==> config.mk <==
export PLATFORM = sky130hd
export DESIGN_NAME = peak_window_monitor
export DESIGN_NICKNAME = d
export VERILOG_FILES = /design/src/rtl/pkm_pkg.sv /design/src/rtl/pkm_abs.sv /design/src/rtl/pkm_timer.sv /design/src/rtl/pkm_peak.sv /design/src/rtl/peak_window_monitor.sv
export SDC_FILE = /design/constraint.sdc
export NUM_CORES = 1
export LEC_CHECK = 0
export BUFFER_PORTS_ARGS = -buffer_cell sky130_fd_sc_hd__buf_2
export CAP_MARGIN = 20
export CORE_MARGIN = 8
export CORE_UTILIZATION = 50
export CTS_CLUSTER_DIAMETER = 150
export DETAILED_ROUTE_END_ITERATION = 8
export HOLD_SLACK_MARGIN = 0.15
export PLACE_DENSITY = 0.72
export SLEW_MARGIN = 40
export SYNTH_ARGS = -nofsm -noshare
export SYNTH_HDL_FRONTEND = slang
export SYNTH_SLANG_ARGS = --single-unit
==> constraint.sdc <==
create_clock -name clk_i -period 3.4 [get_ports clk_i]
set_input_delay 0 -clock clk_i [delete_from_list [all_inputs] [get_ports clk_i]]
set_output_delay 0 -clock clk_i [all_outputs]
set_load 0.005 [all_outputs]
==> src/rtl/pkm_pkg.sv <==
package pkm_pkg;
  typedef enum logic {ST_IDLE = 1'b0, ST_RUN = 1'b1} win_state_e;
endpackage

==> src/rtl/pkm_abs.sv <==
module pkm_abs #(
  parameter int SAMPLE_W = 14,
  localparam int MAG_W   = SAMPLE_W - 1
) (
  input  logic [SAMPLE_W-1:0] sample_i,
  output logic [MAG_W-1:0]    mag_o
);
  logic [SAMPLE_W-1:0] neg_v;
  logic                is_min;

  assign neg_v  = ~sample_i + 1'b1;
  assign is_min = sample_i[SAMPLE_W-1] && (sample_i[SAMPLE_W-2:0] == '0);

  always_comb begin
    if (is_min)                     mag_o = '1;  // saturate most negative code
    else if (sample_i[SAMPLE_W-1])  mag_o = neg_v[MAG_W-1:0];
    else                            mag_o = sample_i[MAG_W-1:0];
  end
endmodule

==> src/rtl/pkm_timer.sv <==
module pkm_timer
  import pkm_pkg::*;
#(
  parameter int PERIOD_W   = 24,
  parameter int MIN_PERIOD = 128
) (
  input  logic                clk_i,
  input  logic                rst_ni,
  input  logic                en_i,
  input  logic                valid_i,
  input  logic [PERIOD_W-1:0] period_i,
  output logic                seed_o,
  output logic                fire_o
);
  win_state_e          state_q;
  logic [PERIOD_W-1:0] cnt_q;
  logic [PERIOD_W-1:0] eff_period;
  logic                take;

  assign eff_period = (period_i < PERIOD_W'(MIN_PERIOD)) ? PERIOD_W'(MIN_PERIOD) : period_i;
  assign take       = en_i && valid_i;
  assign seed_o     = take && (state_q == ST_IDLE);
  assign fire_o     = take && (state_q == ST_RUN) && (cnt_q == PERIOD_W'(1));

  always_ff @(posedge clk_i or negedge rst_ni) begin
    if (!rst_ni) begin
      state_q <= ST_IDLE;
      cnt_q   <= PERIOD_W'(MIN_PERIOD);
    end else if (!en_i) begin
      state_q <= ST_IDLE;
      cnt_q   <= eff_period;
    end else if (state_q == ST_IDLE) begin
      cnt_q <= eff_period;
      if (valid_i) state_q <= ST_RUN;
    end else if (valid_i) begin
      cnt_q <= fire_o ? eff_period : cnt_q - 1'b1;
    end
  end
endmodule

==> src/rtl/pkm_peak.sv <==
module pkm_peak #(
  parameter int MAG_W = 13
) (
  input  logic             clk_i,
  input  logic             rst_ni,
  input  logic             take_i,
  input  logic             restart_i,
  input  logic [MAG_W-1:0] mag_i,
  output logic [MAG_W-1:0] peak_o
);
  always_ff @(posedge clk_i or negedge rst_ni) begin
    if (!rst_ni)                      peak_o <= '0;
    else if (take_i && restart_i)     peak_o <= mag_i;
    else if (take_i && mag_i > peak_o) peak_o <= mag_i;
  end
endmodule

==> src/rtl/peak_window_monitor.sv <==
module peak_window_monitor #(
  parameter int SAMPLE_W   = 14,
  parameter int PERIOD_W   = 24,
  parameter int RESULT_W   = 20,
  parameter int MIN_PERIOD = 128
) (
  input  logic                clk_i,
  input  logic                rst_ni,
  input  logic                en_i,
  input  logic                valid_i,
  input  logic [SAMPLE_W-1:0] sample_i,
  input  logic [PERIOD_W-1:0] period_i,
  output logic [RESULT_W-1:0] result_o,
  output logic                update_o
);
  localparam int PEAK_W = SAMPLE_W - 1;

  logic [PEAK_W-1:0] mag;
  logic [PEAK_W-1:0] peak;
  logic              seed;
  logic              fire;

  pkm_abs #(.SAMPLE_W(SAMPLE_W)) u_abs (
    .sample_i (sample_i),
    .mag_o    (mag)
  );

  pkm_timer #(.PERIOD_W(PERIOD_W), .MIN_PERIOD(MIN_PERIOD)) u_timer (
    .clk_i    (clk_i),
    .rst_ni   (rst_ni),
    .en_i     (en_i),
    .valid_i  (valid_i),
    .period_i (period_i),
    .seed_o   (seed),
    .fire_o   (fire)
  );

  pkm_peak #(.MAG_W(PEAK_W)) u_peak (
    .clk_i     (clk_i),
    .rst_ni    (rst_ni),
    .take_i    (en_i && valid_i),
    .restart_i (seed || fire),
    .mag_i     (mag),
    .peak_o    (peak)
  );

  // closing sample belongs to the next window: publish the pre-update peak
  always_ff @(posedge clk_i or negedge rst_ni) begin
    if (!rst_ni) begin
      result_o <= '0;
      update_o <= 1'b0;
    end else begin
      update_o <= fire;
      if (fire) result_o <= RESULT_W'(peak);
    end
  end
endmodule

==> Yosys cells after proc, flatten, opt, wreduce, memory -nomap -nowiden <==
Cells that the tools add are included.
{ "word_totals": {"input_bits": 42, "output_inout_bits": 21, "rom_bits": 0, "n_memories": 0, "latch_bits": 0, "ram_bits": 0, "register_bits": 52} }
{ "classes": {"n_mul": 0, "mux": 12, "n_addsub": 2, "reduce_logical": 10, "n_bitwise": 2, "magnitude_cmp": 2, "shifts": 0, "eq_ne": 2, "div": 0} }
{ "ops": {"columns": ["cell", "count"], "rows": [
  ["24-bit two-way mux", 5],
  ["13-bit two-way mux", 4],
  ["24-bit by 1-bit == test with 1-bit output, second input constant", 1],
  ["24-bit by 8-bit less-than comparator with 1-bit output, second input constant", 1],
  ["24-bit by 1-bit subtractor with 24-bit output, second input constant", 1],
  ["13-bit by 1-bit adder with 13-bit output, second input constant", 1],
  ["13-bit greater-than comparator", 1],
  ["13-bit zero test", 1],
  ["13-bit inverter", 1],
  ["1-bit logical AND", 7],
  ["1-bit two-way mux", 3],
  ["3-bit inequality test, second input constant", 1],
  ["2-bit nonzero test", 1],
  ["1-bit logical OR", 1],
  ["1-bit inverter", 1]
]} }

==> Logic depth before layout (Yosys ltp) <==
Gate-level depths: netlist (run 1).
{ "logic_depth": {"depth_word": 8, "ltp_mapped": 14, "ltp_nobuf": 13} }

==> By module <==
Synthesis (run 1) repeated with hierarchy kept, for this count alone.
{ "hier_totals": {"cells_unflattened": 424, "area_unflattened_um2": 3923.8} }
{ "modules_own_cells": {"columns": ["mod", "n_inst", "seq_area_each_um2", "cells_per_inst", "area_each_um2"], "rows": [
  ["pkm_timer", 1, 626.9, 211, 1804.2],
  ["pkm_peak", 1, 325.3, 121, 1172.4],
  ["peak_window_monitor", 1, 350.3, 38, 576.8],
  ["pkm_abs", 1, 0.0, 54, 370.4]
]} }

==> Least setup slack after synthesis (run 1) <==
No wires, ideal clock.
{ "synth_path": {"kind": "input -> register", "startpoint": "in sample_i[3]", "endpoint": "reg u_peak.peak_o[11]", "t_required_ns": 3.275, "arrival_time_ns": 3.121, "setup_time_ns": 0.125, "setup_slack_ns": 0.154, "stages": 13, "path_cell_list": "nor4_1 -> nand3_1 -> nor3_1 -> nand3_1 -> o211ai_1 -> ha_1 -> nor2b_1 -> o21ai_0 -> nand3_1 -> a2111oi_0 -> o22a_4 -> buf_6 -> mux2_4"} }
{ "synth_between": {"word_cells_on_any_way": 11, "cone_classes": "add/sub (1); order compare (1); mux (4); bitwise (1); reduce/logical (4)"} }
{ "synth_rtl": {"columns": ["element", "line", "text"], "rows": [
  ["start, declared", "peak_window_monitor.sv:11", "input logic [SAMPLE_W-1:0] sample_i,"],
  ["13-bit zero test", "pkm_abs.sv:12", "assign is_min = sample_i[SAMPLE_W-1] && (sample_i[SAMPLE_W-2:0] == '0);"],
  ["1-bit logical AND", "pkm_abs.sv:12", null],
  ["13-bit two-way mux", "pkm_abs.sv:15", "if (is_min) mag_o = '1;"],
  ["named net mag[1]", "peak_window_monitor.sv:18", "logic [PEAK_W-1:0] mag;"],
  ["13-bit greater-than comparator", "pkm_peak.sv:14", "else if (take_i && mag_i > peak_o) peak_o <= mag_i;"],
  ["1-bit logical AND", "pkm_peak.sv:14", null],
  ["2-bit nonzero test (no line)", null, null],
  ["end signal, assigned", "pkm_peak.sv:13", "else if (take_i && restart_i) peak_o <= mag_i;"],
  ["end signal, assigned", "pkm_peak.sv:14", null],
  ["end, declared", "pkm_peak.sv:9", "output logic [MAG_W-1:0] peak_o"]
]} }
The timed path passes the listed nets, and every way through them passes these cells. The select of a mux whose other input is x is not followed.
A chain may end at the register's enable or synchronous reset.

==> Worst setup path after layout (run 1) <==
{ "layout_path": {"startpoint": "in sample_i[2]", "endpoint": "reg u_peak.peak_o[9]"} }
The elaborated chain is that of the path after synthesis.

==> results of run 1 <==
## power groups by stage
stage / logic (W) / registers (W) / clock network [W]
5_1_grt: 0.000657 / 0.000855 / 0.000393
3_5_place_dp: 0.000551 / 0.000849 / 0
6_report: 0.000583 / 0.000839 / 0.000354
4_1_cts: 0.000581 / 0.000838 / 0.000363
2_1_floorplan: 0.000425 / 0.000812 / 0
3_3_place_gp: 0.000522 / 0.000843 / 0
## tightest hold or removal path, delay by kind of cell
family          cells  cell delay [ns]
buf+inv             1             0.09
simple gates        1             0.04
compound gates      2             0.30
## synthesized netlist by cell type, types with 12 or more instances
| library cell | n | area share |
|---|---|---|
| a21oi_1 | 15 | 0.022 |
| o21ai_0 | 12 | 0.017 |
| nor3_1 | 13 | 0.019 |
| nand3_1 | 21 | 0.030 |
| dfrtp_1 | 51 | 0.37 |
| ha_1 | 16 | 0.058 |
| nor2_1 | 26 | 0.028 |
| o21ai_1 | 12 | 0.017 |
| nand2_1 | 39 | 0.042 |
| inv_1 | 19 | 0.021 |
| nor4_1 | 12 | 0.022 |
| mux2_1 | 16 | 0.052 |
## layout by cell type, fill, tap and decap left out, types with 4 or more instances in the layout
cell           Yosys  layout
buf_2              3      55
dfrtp_1           51      51
nand2_1           39      39
dlygate4sd3_1      0      30
nor2_1            26      26
nand3_1           21      21
inv_1             19      19
mux2_1            16      16
ha_1              16      16
a21oi_1           15      15
nor3_1            13      13
nor4_1            12      12
o21ai_0           12      12
o21ai_1           12      12
mux2_4             9       9
buf_4              7       8
xor2_1             7       7
conb_1             1       7
nand4_1            6       6
nor2b_1            5       5
o21a_1             5       5
clkbuf_8           0       5
o211ai_1           4       4
mux2i_1            4       4
## cell families (layout without fill, tap and decap cells)
| kind of cell | after synthesis | after routing |
|---|---|---|
| buffers and inverters | 42 | 121 |
| AO/OA/AOI/OAI | 81 | 81 |
| other | 1 | 7 |
| AND/OR/NAND/NOR | 146 | 146 |
| flip-flops | 52 | 52 |
| adder cells (fa/ha/maj) | 16 | 16 |
| XOR/XNOR | 8 | 8 |
| multiplexers | 29 | 29 |
## layout make-up
| class | instances | area share |
|---|---|---|
| Timing Repair Buffer | 93 | 0.152 |
| Clock inverter | 2 | 0.00390 |
| Multi-Input combinational cell | 287 | 0.472 |
| Sequential cell | 52 | 0.312 |
| Inverter | 20 | 0.0180 |
| Clock buffer | 6 | 0.0174 |
| Tap cell | 80 | 0.0240 |
## flip-flops by register name, summed over array words and instances (netlist names)
name and cells:
update_o 1, u_timer.cnt_q 24, result_o 13, u_peak.peak_o 13, u_timer.state_q 1
## metrics by stage
stage,setup slack (ns),hold WS (ns),cells,util,area (sq um)
2_1_floorplan,0.154,-0.296,381,-,3480
3_3_place_gp,0.0403,0.0166,502,0.559,3780
3_5_place_dp,-0.0598,0.0190,502,0.559,3780
4_1_cts,0.254,0.151,540,0.617,4170
5_1_grt,0.0260,0.154,540,0.617,4170
6_report,0.317,0.144,540,0.617,4170
## routing by layer
| metal | share of wire | wire (microns) |
|---|---|---|
| met5 | 0 | 0 |
| met4 | 0.016 | 138 |
| met3 | 0.058 | 512 |
| met2 | 0.49 | 4360 |
| met1 | 0.43 | 3850 |
## worst paths after layout
path,start,endpoint,depth (start not counted)
setup reg to reg,u_timer.cnt_q[6]$_DFFE_PN0P_,u_timer.cnt_q[22]$_DFFE_PN0P_,6
min in group asynchronous,rst_ni,u_timer.cnt_q[5]$_DFFE_PN0P_,2
setup / recovery,sample_i[2],u_peak.peak_o[9]$_DFFE_PN0P_,13
hold / removal,period_i[11],u_timer.cnt_q[11]$_DFFE_PN0P_,4
max in group asynchronous,rst_ni,u_timer.cnt_q[17]$_DFFE_PN0P_,3
hold reg to reg,result_o[1]$_DFFE_PN0P_,result_o[1]$_DFFE_PN0P_,1
## timing repair
| action | in CTS | in global routing |
|---|---|---|
| endpoints found under the setup margin | 0 | 12 |
| hold endpoints to repair | 52 | 0 |
| hold buffers | 30 | 0 |
| resized for setup | 0 | 1 |
==> flow_summary.json, run 1 <==
{
  "outcome": "complete, no violations",
  "worstPathMaxFanout": 13,
  "rows": 30,
  "finalNetCount": 517,
  "critPathSlowestCell": "a2111oi_1",
  "powerDensity_nw_per_um2": 426,
  "worstSetupPathType": "in2reg",
  "postSynthAreaPerCell_sq_um": 9.21,
  "seq_power_share": 0.473,
  "register_area_sq_um": 1300,
  "p_int_w": 0.00118,
  "path_clk_slew_ns": 0.10,
  "period_share": 0.907,
  "synthCells": 375,
  "track_usage": 0.186,
  "busiest_layer": "met2",
  "p_sw_frac": 0.338,
  "fin_skew_ns": 0.00567,
  "period_needed_ns": 3.08,
  "power_frac_comb": 0.328,
  "critPathLaunchType": "input port",
  "die_w_microns": 99.1,
  "power.switching_w": 0.000600,
  "use_met1": 0.234,
  "synth_compound_area_frac": 0.166,
  "netlist_area_sq_um": 3450,
  "grt_max_degree": 30,
  "nFillCells": 593,
  "cap_violations": 0,
  "drv_slew": 0,
  "synth_cell_types": 60,
  "clock_latency_ns": 0.30,
  "path_buf_inv": 1,
  "hold_path_class": "in2reg",
  "synth_top_family_by_area": "simple AND/OR/NAND/NOR gates",
  "async_reset_ff_frac": 1.00,
  "grt_pass1_vias": 3237,
  "synth-adder-area-share": 0.0580,
  "vias": 3105,
  "crit_top_cell": "nand3_1",
  "worstMarginPinSlew_ns": 0.621,
  "tns_ns": 0,
  "antenna_found_initial": 0,
  "route.detailed.drc": 0,
  "tritoncts": "yes",
  "postRouteAntennaNets": 0,
  "clock-root-buffer": "clkbuf_8",
  "relSlewSlack": 0.582,
  "cts_buffers": 5,
  "syn_to_final_growth_pct": 20.7,
  "drtIter0Drc": 229,
  "n_antenna_cell": 0,
  "hold_viol_final": 0,
  "total_power_w": 0.00178,
  "synth_ff_type": "dfrtp_1",
  "hpwlAfterDp_microns": 6420,
  "drive_gt1_frac": 0.189,
  "use_met3": 0.0370,
  "critPathCaptureType": "register",
  "viasPerCell": 5.75,
  "max_stage_delay_ns": 0.46,
  "yosys_warnings": 0,
  "yosys_register_bits": 52,
  "io_buffers": 55,
  "die_h_microns": 99.1,
  "arrival_ns": 3.27,
  "drt_first_pass_iters": 4,
  "cp.required_ns": 3.59,
  "coreArea_sq_um": 6760,
  "cts_buffer_depth": 2,
  "cts.sink_count": 52,
  "max_freq_ghz": 0.324,
  "wl_per_cell_microns": 16.4,
  "pwr-share-clk": 0.199,
  "met2_usage": 0.318,
  "rsz0062_at_grt": "no",
  "gr-total-overflow": 0,
  "worstPathCellList": "buf_2 -> nor4_1 -> nand3_1 -> nor3_1 -> nand3_1 -> o211ai_1 -> ha_1 -> nor2b_1 -> o21ai_0 -> nand3_1 -> a2111oi_1 -> o22a_4 -> mux2_1",
  "gp_congestion": 0.891,
  "ios": 63,
  "cts-htree-levels": 2,
  "multi_input_area_sq_um": 1970,
  "yosys.area_share.simple": 0.214,
  "drt-total-wl_microns": 8860,
  "ff2ff_setup_slack_ns": 0.61,
  "post-cts-setup-buffer-count": 0,
  "synth_edf_count": 0,
  "synth_seq_area_share": 0.377,
  "start_util": 0.511,
  "synth_mux_area_frac": 0.103,
  "vdd_drop_max_v": 0.000315,
  "finalSetupViolCount": 0,
  "synth-xor-area-share": 0.0203,
  "dieArea_sq_um": 9820,
  "path_delay_family": "simple AND/OR/NAND/NOR gates",
  "p_leak_nw": 1.99,
  "grt_pass1_wl_microns": 15100
}
(Power assumes the default switching activity.)
==> inputs of run 2 (changes only) <==
- PLACE_DENSITY: 0.72 -> 0.71
- SYNTH_HIERARCHICAL: unset -> 1
==> flow_summary.json, run 2 <==
{
  "outcome": "complete, no violations",
  "final_cells": 600,
  "synth_top_area_frac": 0.325,
  "layout_commonest_cell": "buf_2",
  "clock_latency_ns": 0.31,
  "reg.largest.list": "u_timer/cnt_q: 24 flops, result_o: 13 flops, u_peak/peak_o: 13 flops",
  "die_w_microns": 105,
  "wl_per_cell_microns": 18.3,
  "synth_ff_type": "dfrtp_1",
  "top_layer": "met4",
  "vias": 3743,
  "vdd_drop_max_v": 0.000248,
  "worstMarginPinSlew_ns": 0.671,
  "p_leak_nw": 2.08,
  "worstPathMaxFanout": 12,
  "grt_pass1_wl_microns": 18100,
  "arrival_ns": 3.31,
  "max_freq_ghz": 0.324,
  "dieArea_sq_um": 10900,
  "routed-wl-met2_microns": 5050,
  "ios": 63,
  "drtIter0Drc": 261,
  "numPlacedInstances": 561,
  "drive_gt1_frac": 0.235,
  "synthCells": 424,
  "fin_skew_ns": 0.00770,
  "drv_slew": 0,
  "rows": 32,
  "cts.sink_count": 52,
  "async_reset_ff_frac": 1.00,
  "start_util": 0.513,
  "synth_seq_area_share": 0.332,
  "met3WireLength_microns": 804,
  "crit_end": "u_peak/peak_o[11]$_DFFE_PN0P_",
  "relSlewSlack": 0.553,
  "route.detailed.drc": 0,
  "startpoint": "sample_i[9]",
  "r2r_start": "u_timer/cnt_q[2]$_DFFE_PN0P_",
  "gr-total-overflow": 0,
  "yosys_register_bits": 52,
  "cap_violations": 0,
  "critPathCaptureType": "register",
  "hpwlAfterDp_microns": 7590,
  "gp_congestion": 0.910,
  "cts-htree-levels": 2,
  "ff2ff_setup_slack_ns": 0.52,
  "tns_ns": 0,
  "drt_first_pass_iters": 6,
  "period_share": 0.909,
  "top_register": "u_timer/cnt_q",
  "tritoncts": "yes",
  "cts_buffer_depth": 2,
  "netlist_area_sq_um": 3920,
  "track_usage": 0.196,
  "viasPerCell": 6.24,
  "clock-root-buffer": "clkbuf_8",
  "drt-total-wl_microns": 11000,
  "critPathLaunchType": "input port",
  "die_h_microns": 105,
  "worstSetupPathType": "in2reg",
  "cts_buffers": 5,
  "grt_pass1_vias": 3650,
  "rr_worst_depth": 9,
  "finalNetCount": 555,
  "synthTopCellsByArea": "dfrtp_1 (33%), ha_1 (5.1%), nand2_1 (4.2%)",
  "finalSetupViolCount": 0,
  "final_cell_mix": "buf_2 (55), dfrtp_1 (51), nand2_1 (44)",
  "reg2reg_to": "u_peak/peak_o[7]$_DFFE_PN0P_",
  "met1_length_microns": 5000,
  "hold_slack_ns": 0.159,
  "postRouteAntennaNets": 0,
  "rsz0062_at_grt": "no",
  "grt_max_degree": 35,
  "n_antenna_cell": 0,
  "postSynthAreaPerCell_sq_um": 9.25,
  "synth_edf_count": 0,
  "antenna_found_initial": 0,
  "io_buffers": 55,
  "period_needed_ns": 3.09,
  "synth_area_leader_cell": "dfrtp_1",
  "hold_viol_final": 0,
  "syn_to_final_growth_pct": 17.7,
  "powerDensity_nw_per_um2": 359,
  "yosys_warnings": 6,
  "yosysMostFrequentCell": "dfrtp_1",
  "coreArea_sq_um": 7650,
  "cp.required_ns": 3.62,
  "ys_top_cells_by_count": "dfrtp_1 (51), nand2_1 (44), inv_1 (20), o21ai_0 (20)",
  "path_clk_slew_ns": 0.09,
  "largest_reg_flops": 24,
  "hold_path_class": "in2async",
  "synth_cell_types": 73
}
==> run 2: changes by cell type after synthesis, sizes merged, moves of 9 or more <==
cell / delta
mux2: -11
a32oi: +12
nand4b: +13
o211ai: +13
nor2: -9
buf: +9
==> run 2: per-stage QoR <==
stage / instance area, sq um / power (W) / setup slack [ns] / util
3_5_place_dp: 4200 / 0.00125 / 0.192 / 0.549
5_1_grt: 4620 / 0.00176 / 0.00488 / 0.604
2_1_floorplan: 3950 / 0.00111 / 0.568 / -
3_3_place_gp: 4200 / 0.00123 / 0.301 / 0.549
4_1_cts: 4590 / 0.00166 / 0.0965 / 0.600
6_report: 4620 / 0.00166 / 0.310 / 0.604
==> run 2: area by class of cell <==
type                       count  area, sq um
fill                         685         3030
sequential                    52         1300
timing repair buffer          93          661
tap                          102          128
clock inverter                 2         10.0
clock buffer                   6         82.6
inverter                      21         78.8
multi-input combinational    324         2360
==> run 2: cells by family after synthesis <==
group	after synthesis	share of synthesized area
DFF	52	0.332
and+or+nand+nor	165	0.255
xor gates and xnor gates	8	0.0179
muxes	17	0.0478
AOI/OAI and AO/OA	111	0.219
adders and majority gates	16	0.0510
buffers and inverters	54	0.0759
other	1	0.000956
==> run 2: what timing repair did <==
item,4_1_cts,5_1_grt
gates resized for setup,0,1
endpoints found under the setup margin,0,13
endpoints found under the hold margin,47,0
hold buffers,30,0
setup buffers,0,1
==> run 2: worst max-delay path, cell delays in order <==
cell and delay, ns:
dlygate4sd3_1 0.55, buf_2 0.16, nor4_2 0.41, nand4bb_4 0.24
nor2b_1 0.19, mux2i_1 0.25, ha_1 0.24, nand4_1 0.15
or4_4 0.58, o21ai_4 0.20, buf_12 0.16, a32oi_1 0.06
o211ai_1 0.13
==> run 2: power breakdown <==
part           switching (W)  internal [W]  total (W)  leakage, nW
Combinational       0.000288      0.000232   0.000520         1.42
Clock               0.000213      0.000163   0.000376       0.0510
Sequential         0.0000845      0.000679   0.000763        0.612
Total               0.000586       0.00107    0.00166         2.08
==> run 2: worst min path at each step <==
stage	end	slack, ns	depth (start not counted)
after global placement	result_o[7]$_DFFE_PN0P_	-0.03	1
final	result_o[7]$_DFFE_PN0P_	0.16	2
after CTS	u_timer/cnt_q[14]$_DFFE_PN0P_	0.15	2
after global routing	u_timer/cnt_q[14]$_DFFE_PN0P_	0.16	2
after floorplan	result_o[0]$_DFFE_PN0P_	-0.30	0
after detailed placement	result_o[7]$_DFFE_PN0P_	-0.02	1
==> run 2: layer usage <==
layer | up-vias | GRT usage
li1 | 1745 | -
met1 | 1795 | 0.273
met2 | 187 | 0.311
met3 | 16 | 0.0338
met4 | 0 | 0.0418
met5 | - | 0
==> inputs of run 3 (changes only) <==
- CORE_UTILIZATION: 50 -> 45
- PLACE_DENSITY: 0.71 -> 0.65
==> flow_summary.json, run 3 (synthesis gave the netlist of run 2 again) <==
{
  "total_power_w": 0.00173,
  "cts-htree-levels": 2,
  "clock-root-buffer": "clkbuf_8",
  "cap_violations": 0,
  "path_buf_inv": 2,
  "rsz0062_at_grt": "no",
  "seq_power_share": 0.441,
  "syn_to_final_growth_pct": 18.9,
  "path_clk_slew_ns": 0.10,
  "pwr-share-clk": 0.253,
  "hold_slack_ns": 0.152,
  "postRouteAntennaNets": 0,
  "grt_pass1_wl_microns": 18200,
  "layout_commonest_cell": "buf_2",
  "grt_max_degree": 35,
  "worstMarginPinSlew_ns": 0.686,
  "post-cts-setup-buffer-count": 0,
  "n_antenna_cell": 0,
  "drive_gt1_frac": 0.228,
  "wl_per_cell_microns": 18.3,
  "hold_path_class": "in2async",
  "drt_first_pass_iters": 5,
  "drtIter0Drc": 295,
  "power_frac_comb": 0.306,
  "max_stage_delay_ns": 0.57,
  "hold_viol_final": 0,
  "vias": 3709,
  "clock_latency_ns": 0.31,
  "finalSetupViolCount": 0,
  "rows": 34,
  "critPathSlowestCell": "or4_4",
  "top_register": "u_timer/cnt_q",
  "period_share": 0.926,
  "viasPerCell": 6.10,
  "outcome": "complete, no violations",
  "final_cell_mix": "buf_2 (55), dfrtp_1 (51), nand2_1 (44)",
  "dieArea_sq_um": 12000,
  "drt-total-wl_microns": 11100,
  "largest_reg_flops": 24,
  "start_util": 0.457,
  "ios": 63,
  "arrival_ns": 3.38,
  "antenna_found_initial": 0,
  "coreArea_sq_um": 8590,
  "path_delay_family": "simple AND/OR/NAND/NOR gates",
  "cts_buffers": 5,
  "worstSetupPathType": "in2reg",
  "vdd_drop_max_v": 0.000196,
  "period_needed_ns": 3.15,
  "track_usage": 0.187,
  "drv_slew": 0,
  "die_w_microns": 109,
  "p_leak_nw": 2.09,
  "cts.sink_count": 52,
  "tns_ns": 0,
  "route.detailed.drc": 0,
  "gp_congestion": 0.852,
  "fin_skew_ns": 0.00505,
  "p_int_w": 0.00113,
  "max_freq_ghz": 0.318,
  "tritoncts": "yes",
  "grt_pass1_vias": 3677,
  "cp.required_ns": 3.63,
  "powerDensity_nw_per_um2": 370,
  "power.switching_w": 0.000594,
  "p_sw_frac": 0.344,
  "hpwlAfterDp_microns": 7690,
  "worstPathMaxFanout": 13,
  "finalNetCount": 557,
  "critPathCaptureType": "register",
  "critPathLaunchType": "input port",
  "gr-total-overflow": 0,
  "io_buffers": 55,
  "die_h_microns": 109,
  "post-route-util": 0.543,
  "worstPathCellList": "dlygate4sd3_1 -> buf_2 -> nor4_2 -> nand4bb_4 -> nor2b_1 -> mux2i_1 -> ha_1 -> nand4_1 -> or4_4 -> o21ai_4 -> a32oi_1 -> o211ai_2",
  "reg.largest.list": "u_timer/cnt_q: 24 flops, result_o: 13 flops, u_peak/peak_o: 13 flops",
  "ff2ff_setup_slack_ns": 0.32,
  "cts_buffer_depth": 2,
  "relSlewSlack": 0.542
}
==> run 3: cell types whose count changed in the layout (fill, tap and decap cells not counted), sizes merged <==
cell         before  now
buf              63   61
dlygate4sd3      30   34
clkinv            3    2
bufinv            0    1
==> run 3: final timing paths <==
check	start	endpoint	cells after the start
min in group clk_i	sample_i[12]	u_peak/peak_o[12]$_DFFE_PN0P_	5
max in group asynchronous	rst_ni	u_peak/peak_o[12]$_DFFE_PN0P_	3
min reg2reg	result_o[9]$_DFFE_PN0P_	result_o[9]$_DFFE_PN0P_	1
max	sample_i[9]	u_peak/peak_o[12]$_DFFE_PN0P_	12
min	rst_ni	result_o[7]$_DFFE_PN0P_	2
max reg2reg	u_timer/cnt_q[6]$_DFFE_PN0P_	u_timer/cnt_q[8]$_DFFE_PN0P_	7
==> run 3: timing repair <==
item	CTS	global route
hold buffers	34	0
gates resized for setup	0	1
setup endpoints to repair	0	13
hold endpoints to repair	47	0
==> run 3: layout make-up <==
type	instances	area, sq um
Clock buffer	6	72.6
Clock inverter	2	35.0
Fill cell	780	3930
Inverter	21	78.8
Multi-Input combinational cell	324	2360
Sequential cell	52	1300
Tap cell	108	135
Timing Repair Buffer	95	686
==> run 3: metal layers <==
metal / up-vias / track usage / part of all wire
li1: 1761 / - / -
met1: 1825 / 0.260 / 0.47
met2: 115 / 0.295 / 0.47
met3: 8 / 0.0287 / 0.050
met4: 0 / 0.0473 / 0.0072
met5: - / 0 / 0
==> run 3: through the flow <==
stage,area (sq um),setup WS [ns],cells
finish,4670,0.252,608
global route,4670,0.0353,608
CTS,4660,0.154,608
detailed placement,4210,0.198,566
global placement,4210,0.275,566
floorplan,3950,0.568,430
==> run 3: power by group through the flow <==
| stage | combinational [W] | clock, W | sequential [W] |
|---|---|---|---|
| final | 0.000528 | 0.000436 | 0.000762 |
| after global routing | 0.000582 | 0.000476 | 0.000773 |
| after CTS | 0.000520 | 0.000448 | 0.000761 |
| after detailed placement | 0.000487 | 0 | 0.000772 |
| after global placement | 0.000469 | 0 | 0.000767 |
| after floorplan | 0.000370 | 0 | 0.000739 |
==> run 3: worst reg2reg max path, cell delays in order, from the launching register on <==
cell and delay, ns:
dfrtp_1 0.51, nor4_2 0.50, nand4_2 0.31, o21ai_2 0.58, buf_12 0.23, o22ai_1 0.09, a211oi_1 0.23, dlygate4sd3_1 0.59
